### config.mk
export PLATFORM = sky130hd
export DESIGN_NAME = ds1_ais_monitor
export DESIGN_NICKNAME = d
export VERILOG_FILES = /design/src/rtl/ais_pkg.sv /design/src/rtl/ais_window_det.sv /design/src/rtl/ais_host_regs.sv /design/src/rtl/ais_irq_gate.sv /design/src/rtl/ds1_ais_monitor.sv
export SDC_FILE = /design/constraint.sdc
export NUM_CORES = 1
export LEC_CHECK = 0
export CORE_MARGIN = 3
export CORE_UTILIZATION = 34
export CTS_BUF_LIST = sky130_fd_sc_hd__clkbuf_8 sky130_fd_sc_hd__clkbuf_16
export DETAILED_ROUTE_END_ITERATION = 7
export PLACE_DENSITY = 0.59
export SYNTH_ARGS = -nofsm -noshare
export SYNTH_HDL_FRONTEND = slang
export SYNTH_SLANG_ARGS = --single-unit
### constraint.sdc
create_clock -name clk -period 2.31 [get_ports clk]
set_input_delay 0.231 -clock clk [delete_from_list [all_inputs] [get_ports clk]]
set_output_delay 0.231 -clock clk [all_outputs]
set_load 0.01 [all_outputs]
### src/rtl/ais_pkg.sv
package ais_pkg;

    localparam int REG_W       = 5;
    localparam int ADDR_W      = 2;
    localparam int STS_CHG_BIT = 1;

    localparam logic [ADDR_W-1:0] ADDR_CFG = 2'd0;
    localparam logic [ADDR_W-1:0] ADDR_STS = 2'd1;

    typedef enum logic [1:0] {
        DET_OFF      = 2'b00,
        DET_UNFRAMED = 2'b01,
        DET_FRAMED   = 2'b10,
        DET_OFF_ALT  = 2'b11
    } det_mode_e;

    typedef struct packed {
        logic      cor;
        logic      blk_en;
        logic      src_en;
        det_mode_e mode;
    } cfg_t;

    typedef struct packed {
        logic chg;
        logic ais;
    } sts_t;

    function automatic logic mode_active(det_mode_e m);
        return (m == DET_UNFRAMED) || (m == DET_FRAMED);
    endfunction

    function automatic logic mask_fbit(det_mode_e m);
        return m == DET_FRAMED;
    endfunction

endpackage

### src/rtl/ais_window_det.sv
module ais_window_det
    import ais_pkg::*;
#(
    parameter int FRAME_BITS     = 193,
    parameter int FRAMES_PER_WIN = 2,
    parameter int ZERO_LIMIT     = 3
) (
    input  logic      clk,
    input  logic      rst,
    input  det_mode_e mode,
    input  logic      bit_vld,
    input  logic      bit_in,
    input  logic      fbit,
    output logic      ais_q,
    output logic      ais_toggle,
    output logic      win_done
);

    localparam int WIN_BITS = FRAME_BITS * FRAMES_PER_WIN;
    localparam int BCNT_W   = $clog2(WIN_BITS);
    localparam int ZCNT_W   = $clog2(ZERO_LIMIT + 1);

    logic [BCNT_W-1:0] bit_cnt;
    logic [ZCNT_W-1:0] zero_cnt;
    logic [ZCNT_W:0]   zsum;
    logic              active;
    logic              count_zero;
    logic              verdict;
    logic              ais_next;

    always_comb begin
        active     = mode_active(mode);
        count_zero = active && bit_vld && !bit_in && !(mask_fbit(mode) && fbit);
        win_done   = active && bit_vld && (bit_cnt == BCNT_W'(WIN_BITS - 1));
        zsum       = {1'b0, zero_cnt} + (ZCNT_W + 1)'(count_zero);
        verdict    = zsum < (ZCNT_W + 1)'(ZERO_LIMIT);
        if (!active)
            ais_next = 1'b0;
        else if (win_done)
            ais_next = verdict;
        else
            ais_next = ais_q;
        ais_toggle = ais_next != ais_q;
    end

    always_ff @(posedge clk) begin
        if (rst) begin
            bit_cnt  <= '0;
            zero_cnt <= '0;
            ais_q    <= 1'b0;
        end else begin
            ais_q <= ais_next;
            if (!active || win_done) begin
                bit_cnt  <= '0;
                zero_cnt <= '0;
            end else if (bit_vld) begin
                bit_cnt <= bit_cnt + 1'b1;
                if (count_zero && (zero_cnt != ZCNT_W'(ZERO_LIMIT)))
                    zero_cnt <= zero_cnt + 1'b1;
            end
        end
    end

endmodule

### src/rtl/ais_host_regs.sv
module ais_host_regs
    import ais_pkg::*;
(
    input  logic              clk,
    input  logic              rst,
    input  logic              host_wr,
    input  logic              host_rd,
    input  logic [ADDR_W-1:0] host_addr,
    input  logic [REG_W-1:0]  host_wdata,
    input  logic              ais_state,
    input  logic              ais_toggle,
    output cfg_t              cfg_q,
    output logic              chg_q,
    output logic [REG_W-1:0]  host_rdata
);

    logic wr_cfg;
    logic wr_sts;
    logic rd_sts;
    logic clr_req;
    sts_t sts_view;

    always_comb begin
        wr_cfg   = host_wr && (host_addr == ADDR_CFG);
        wr_sts   = host_wr && (host_addr == ADDR_STS);
        rd_sts   = host_rd && (host_addr == ADDR_STS);
        clr_req  = (rd_sts && cfg_q.cor) || (wr_sts && host_wdata[STS_CHG_BIT]);
        sts_view = '{chg: chg_q, ais: ais_state};
        case (host_addr)
            ADDR_CFG: host_rdata = cfg_q;
            ADDR_STS: host_rdata = REG_W'(sts_view);
            default:  host_rdata = '0;
        endcase
    end

    always_ff @(posedge clk) begin
        if (rst) begin
            cfg_q <= '0;
            chg_q <= 1'b0;
        end else begin
            if (wr_cfg)
                cfg_q <= cfg_t'(host_wdata);
            if (ais_toggle)
                chg_q <= 1'b1;
            else if (clr_req)
                chg_q <= 1'b0;
        end
    end

endmodule

### src/rtl/ais_irq_gate.sv
module ais_irq_gate
    import ais_pkg::*;
(
    input  cfg_t cfg,
    input  logic chg,
    output logic irq
);

    always_comb irq = chg && cfg.src_en && cfg.blk_en;

endmodule

### src/rtl/ds1_ais_monitor.sv
module ds1_ais_monitor
    import ais_pkg::*;
#(
    parameter int FRAME_BITS     = 193,
    parameter int FRAMES_PER_WIN = 2,
    parameter int ZERO_LIMIT     = 3
) (
    input  logic              clk,
    input  logic              rst,
    input  logic              bit_vld,
    input  logic              bit_in,
    input  logic              fbit_strobe,
    input  logic              host_wr,
    input  logic              host_rd,
    input  logic [ADDR_W-1:0] host_addr,
    input  logic [REG_W-1:0]  host_wdata,
    output logic [REG_W-1:0]  host_rdata,
    output logic              irq
);

    cfg_t cfg_q;
    logic ais_state;
    logic ais_toggle;
    logic win_done;
    logic chg_flag;

    ais_window_det #(
        .FRAME_BITS    (FRAME_BITS),
        .FRAMES_PER_WIN(FRAMES_PER_WIN),
        .ZERO_LIMIT    (ZERO_LIMIT)
    ) u_det (
        .clk       (clk),
        .rst       (rst),
        .mode      (cfg_q.mode),
        .bit_vld   (bit_vld),
        .bit_in    (bit_in),
        .fbit      (fbit_strobe),
        .ais_q     (ais_state),
        .ais_toggle(ais_toggle),
        .win_done  (win_done)
    );

    ais_host_regs u_regs (
        .clk       (clk),
        .rst       (rst),
        .host_wr   (host_wr),
        .host_rd   (host_rd),
        .host_addr (host_addr),
        .host_wdata(host_wdata),
        .ais_state (ais_state),
        .ais_toggle(ais_toggle),
        .cfg_q     (cfg_q),
        .chg_q     (chg_flag),
        .host_rdata(host_rdata)
    );

    ais_irq_gate u_irq (
        .cfg(cfg_q),
        .chg(chg_flag),
        .irq(irq)
    );

endmodule

# After elaboration in Yosys (flattened, before gate mapping)
# Cells that the tools add are included.
[totals] regBits=18 out_inout_bits=6
[op_classes] add_sub_neg=3 magnitude_cmp=1 n_eq_ne=6 n_mux=5 n_reduce_logical=23
[ops] cell="1-bit logical AND" n=13
[ops] cell="5-bit one-hot mux with 2 select lines" n=1
[ops] cell="9-bit by 1-bit adder with 9-bit output, second input constant" n=1
[ops] cell="9-bit equality test, second input constant" n=1
[ops] cell="2-bit by 1-bit equality test with 1-bit output, second input constant" n=2
[ops] cell="1-bit two-way mux" n=4
[ops] cell="2-bit by 1-bit adder with 3-bit output" n=1
[ops] cell="1-bit logical NOT" n=3
[ops] cell="1-bit logical OR" n=3
[ops] cell="3-bit by 2-bit < comparator with 1-bit output, second input constant" n=1
[ops] cell="2-bit by 1-bit adder with 2-bit output, second input constant" n=1
[ops] cell="2-bit equality test, second input constant" n=1
[ops] cell="2-bit logical NOT" n=1
[ops] cell="2-bit inequality test, second input constant" n=1
[ops] cell="2-bit AND reduction" n=1
[ops] cell="2-bit nonzero test" n=1
[ops] cell="2-bit OR reduction" n=1
[ops] cell="1-bit inequality test" n=1

# Depth between registers and ports, before layout
[logic_depth] ltp_word=11 ltp_mapped=10

# Hierarchy
# From an unflattened synthesis, not the netlist that was laid out.
[unflattened] hier_cells=115 area_unflattened_um2=1097.3
[modules_own_cells] module="ais_window_det" instances=1 cells_each=78 area_each_um2=749.5
[modules_own_cells] module="ais_host_regs" instances=1 cells_each=36 area_each_um2=341.6
[modules_own_cells] module="ais_irq_gate" instances=1 cells_each=1 area_each_um2=6.3

# Worst setup path after synthesis
# OpenSTA, ideal clock, no wires.
[synth_path] path_type="reg2reg" start="register u_regs.cfg_q[0] (netlist name)" end="register u_regs.chg_q" setup_time_ns=0.126 arrival_ns=2.112 t_required_ns=2.184 slack_ns=0.073 stages_incl_launch_ff=11 n_path_buf=0 synth_period_minus_slack_ns=2.237 cell_sequence="dfxtp_1 -> inv_1 -> ha_1 -> nand2b_4 -> a211oi_1 -> ha_1 -> ha_1 -> a21oi_1 -> and4b_2 -> o21ai_0 -> a31oi_1"
[synth_via] elab_chain_len=11 word_cells_on_any_way=16 classes_between="1 x add/sub; 1 x order compare; 3 x eq/ne; 3 x mux; 8 x reduce/logical"
[synth_rtl] element="2-bit by 1-bit equality test with 1-bit output or 2-bit equality test (tied branches)" line="ais_pkg.sv:30, ais_pkg.sv:34"
[synth_rtl] element="1-bit logical OR" line="ais_pkg.sv:30" text="return (m == DET_UNFRAMED) || (m == DET_FRAMED);"
[synth_rtl] element="1-bit logical AND" line="ais_window_det.sv:33, ais_window_det.sv:34"
[synth_rtl] element="1-bit logical AND (2 in series)" line="ais_window_det.sv:33" text="count_zero = active && bit_vld && !bit_in && !(mask_fbit(mode) && fbit);"
[synth_rtl] element="2-bit by 1-bit adder with 3-bit output" line="ais_window_det.sv:35" text="zsum = {1'b0, zero_cnt} + (ZCNT_W + 1)'(count_zero);"
[synth_rtl] element="3-bit by 2-bit < comparator with 1-bit output" line="ais_window_det.sv:36" text="verdict = zsum < (ZCNT_W + 1)'(ZERO_LIMIT);"
[synth_rtl] element="1-bit two-way mux" line="ais_window_det.sv:39" text="else if (win_done)"
[synth_rtl] element="1-bit two-way mux (*)" line="ais_window_det.sv:37" text="if (!active)"
[synth_rtl] element="1-bit inequality test (*)" line="ais_window_det.sv:43" text="ais_toggle = ais_next != ais_q;"
[synth_rtl] element="1-bit two-way mux or 2-bit nonzero test (tied branches)"
[synth_rtl] element="end signal, assigned" line="ais_host_regs.sv:39" text="chg_q <= 1'b0;"
[synth_rtl] element="end signal, assigned" line="ais_host_regs.sv:44" text="chg_q <= 1'b1;"
[synth_rtl] element="end signal, assigned" line="ais_host_regs.sv:46" text="chg_q <= 1'b0;"
[synth_rtl] element="end, declared" line="ais_host_regs.sv:13" text="output logic chg_q,"
# Mark *: on every way between the ends. The rest lies on a longest branch, timed or not.
# A chain may end at the register's enable or synchronous reset.

# Worst setup path after layout
[layout_path] start="register u_regs.cfg_q[0] (netlist name)" end="register u_regs.chg_q"
[layout_via] elab_chain_len=11 word_cells_on_any_way=16 classes_between="1 x add/sub; 1 x order compare; 3 x eq/ne; 3 x mux; 8 x reduce/logical"
[layout_rtl] element="2-bit by 1-bit equality test with 1-bit output or 2-bit equality test (tied branches)" line="ais_pkg.sv:30, ais_pkg.sv:34"
[layout_rtl] element="1-bit logical OR" line="ais_pkg.sv:30"
[layout_rtl] element="1-bit logical AND" line="ais_window_det.sv:33, ais_window_det.sv:34"
[layout_rtl] element="1-bit logical AND (2 in series)" line="ais_window_det.sv:33"
[layout_rtl] element="2-bit by 1-bit adder with 3-bit output" line="ais_window_det.sv:35"
[layout_rtl] element="3-bit by 2-bit < comparator with 1-bit output" line="ais_window_det.sv:36"
[layout_rtl] element="1-bit two-way mux" line="ais_window_det.sv:39"
[layout_rtl] element="1-bit two-way mux (*)" line="ais_window_det.sv:37"
[layout_rtl] element="1-bit inequality test (*)" line="ais_window_det.sv:43"
[layout_rtl] element="1-bit two-way mux or 2-bit nonzero test (tied branches)"
# Marks and branches as above.

==> out/qor.yml <==
outcome:
  outcome: "complete, no violations"
layout:
  n_antenna_cell: 0
  synthToLayoutAreaGrowth_pct: 29.29
  final_cell_mix: "21 x nor2_1, 19 x clkdlybuf4s50_1, 18 x dfxtp_1"
  mostFrequentLayoutCell: "nor2_1"
  final_layout_size_suffix_gt1_share_pct: 14.29
  fillers: 260
  finalNetCount: 147
power_and_ir_drop:
  ir_worst_vdd_v: 0.0004069
  leakage_nw: 0.4430
  p_per_area_nw_per_um2: 505.2
  power_mw: 0.6333
cts:
  cts_sinks: 18
  clkTransAtPathRegs_ps: 70
  cts_buffers: 3
  clockBufferDepth: 2
  clk_latency_ps: 250
  h-tree-depth: 1
  cts_tree: "yes"
  post_cts_buffers: 0
  root_buffer: "clkbuf_8"
timing:
  worst_pin_slew_ps: 414.1
  finalSetupViolCount: 0
  relSlewSlack_pct: 72.34
  rsz0062_at_grt: "no"
  post-route-min-period_ps: 2130
  finalHoldViolCount: 0
  max_freq_mhz: 469.5
  finalClockSkew_ps: 0.7231
  setup_ws_ps: 179.9
  period_share_pct: 92.21
  finalMaxSlewViolations: 0
critical_path:
  end_kind: "flip-flop"
  worstSetupStartpointType: "flip-flop"
  worstSetupPathType: "flip-flop to flip-flop"
  cp_max_fo: 2
  required_ps: 2440
  critPathCapture: "u_regs.chg_q"
  cp.arrival_ps: 2260
  r2r-start: "u_regs.cfg_q[0]"
  r2r_setup_slack_ps: 180
  crit_path_start: "u_regs.cfg_q[0]"
  rr_endpoint: "u_regs.chg_q"
  worstRegToRegCells: 10
logic_synthesis:
  synth.avg_cell_area_um2: 9.324
  synth_fa_ha_area_share_pct: 7.742
  synth_mux_area_share_pct: 8.258
  seq_area_frac_synth_pct: 37.16
  synth_compound_area_share_pct: 7.097
  ys_warn_count: 0
  synth_top_family_by_area: "simple AND/OR/NAND/NOR gates"
  synthXorXnorAreaFrac_pct: 8.129
  yosys.area_share.simple_pct: 27.48
  synth-seq-cells: 18
  syn_inst: 104
  synth_nets: 124
  synth_area_um2: 969.7
  synth_cell_types: 31
floorplanning:
  core_um2: 2590
  ios: 20
  initial_core_util_pct: 37.44
  die_x_um: 59.41
  die_h_um: 59.41
  fp-row-count: 18
  dieArea_um2: 3529
routing:
  ant_nets: 0
  drc: 0
  drt_first_pass_iters: 4
  routed_wl_um: 1848
  drtIter0Drc: 23
  routed_via_density: 4.795
  routedWlPerCell_um: 11.85
  vias: 748
flow_run:
  cap_violations: 0
place:
  hpwl_um: 1447
  post-place-ws_ps: -4.686
  gp_congestion: 0.6907
  io_buffers: 19
hold_path:
  hp-class: "flip-flop to flip-flop"
grt:
  grt_max_degree: 12
  first_global_vias: 762
  grt_pass1_wl_um: 3270
  track_usage_pct: 11.50
  grt-ovfl-total: 0
  antenna_found_initial: 0
[cell type report]
class	count	area, um^2	share of cell area, %
clock buffer	4	55.05	4.391
inverter	2	7.507	0.5988
multi-input combinational	80	580.6	46.31
sequential	18	360.3	28.74
tap	30	37.54	2.994
timing repair buffer	22	212.7	16.97
[synth_stat cells]
cell / n / share of area (%)
and2_1: 4 / 2.6
buf_2: 1 / 0.52
nor2b_4: 1 / 1.4
nor2_2: 1 / 0.65
nand3_1: 1 / 0.52
a22oi_1: 1 / 0.77
ha_1: 6 / 7.7
dfxtp_1: 18 / 37
nand2b_1: 1 / 0.65
a31oi_1: 1 / 0.65
xnor2_1: 6 / 5.4
a2111oi_2: 1 / 1.5
buf_6: 2 / 2.3
nand2b_4: 1 / 1.4
nand2_1: 5 / 1.9
nor3_1: 3 / 1.5
o21ai_0: 2 / 1.0
and4b_2: 1 / 1.2
nor2_1: 21 / 8.1
and3_4: 1 / 1.2
mux2i_1: 8 / 8.3
inv_1: 2 / 0.77
nor4bb_2: 1 / 1.7
and3_1: 1 / 0.65
clkbuf_2: 1 / 0.52
nand4_1: 3 / 1.9
a211oi_1: 2 / 1.5
a21oi_1: 3 / 1.5
nor4b_1: 1 / 0.90
xor2_1: 3 / 2.7
or3_4: 1 / 1.2
[worst min path at each step]
stage                    start              end  depth (start not counted)
6_report       u_regs.cfg_q[3]  u_regs.cfg_q[3]                          2
2_1_floorplan    host_wdata[0]  u_regs.cfg_q[0]                          2
3_5_place_dp   u_regs.cfg_q[3]  u_regs.cfg_q[3]                          2
5_1_grt        u_regs.cfg_q[3]  u_regs.cfg_q[3]                          2
4_1_cts        u_regs.cfg_q[3]  u_regs.cfg_q[3]                          2
3_3_place_gp   u_regs.cfg_q[3]  u_regs.cfg_q[3]                          2
[registers in the layout, summed over array words and instances, names as in the netlist]
register and count:
u_det.ais_q 1, u_det.bit_cnt 9, u_det.zero_cnt 2, u_regs.cfg_q 5
u_regs.chg_q 1
[worst max-delay path: stages (launching register included)]
cell      delay [ps]
dfxtp_1          320
inv_1             50
ha_1             310
nand2b_4         160
a211oi_2         170
ha_2             200
ha_1             230
a21oi_2          130
and4b_2          230
o21ai_1          110
a31oi_1           90
[routing by layer]
layer | GRT usage, % | part of all wire [%] | vias up
met5 | 0 | 0 | -
met4 | 1.942 | 0.70 | 0
met3 | 2.179 | 6.9 | 2
met2 | 19.03 | 44 | 17
met1 | 15.60 | 48 | 330
li1 | - | - | 399
[cells by family after synthesis]
logic type	Yosys count
AOI/OAI and AO/OA	10
xor gates and xnor gates	9
adders and majority gates	6
buffers and inverters	6
DFF	18
muxes	8
and+or+nand+nor	47
[where the power goes]
part	internal, mW	switching (mW)
clock	0.151	0.102
combinational	0.0372	0.0264
sequential	0.314	0.00256
total	0.502	0.131
[per-stage QoR]
step / std cells / setup TNS (ps) / utilization (%) / area (um^2) / hold slack (ps)
finish: 156 / 0 / 48.41 / 1254 / 509.3
global route: 156 / 0 / 48.41 / 1254 / 541.9
CTS: 156 / 0 / 48.16 / 1247 / 513.9
detailed placement: 152 / -4.686 / 45.85 / 1187 / 497.5
global placement: 152 / 0 / 45.85 / 1187 / 486.6
floorplan: 104 / 0 / - / 969.7 / 370.5
[what timing repair did]
action                                  CTS  global route
endpoints found under the setup margin    1             1
hold buffers                              0             0
gates resized for setup                   1             3
pin swaps                                 0             3
gates cloned                              0             0
No activity file was read; power rests on OpenSTA's default activity.
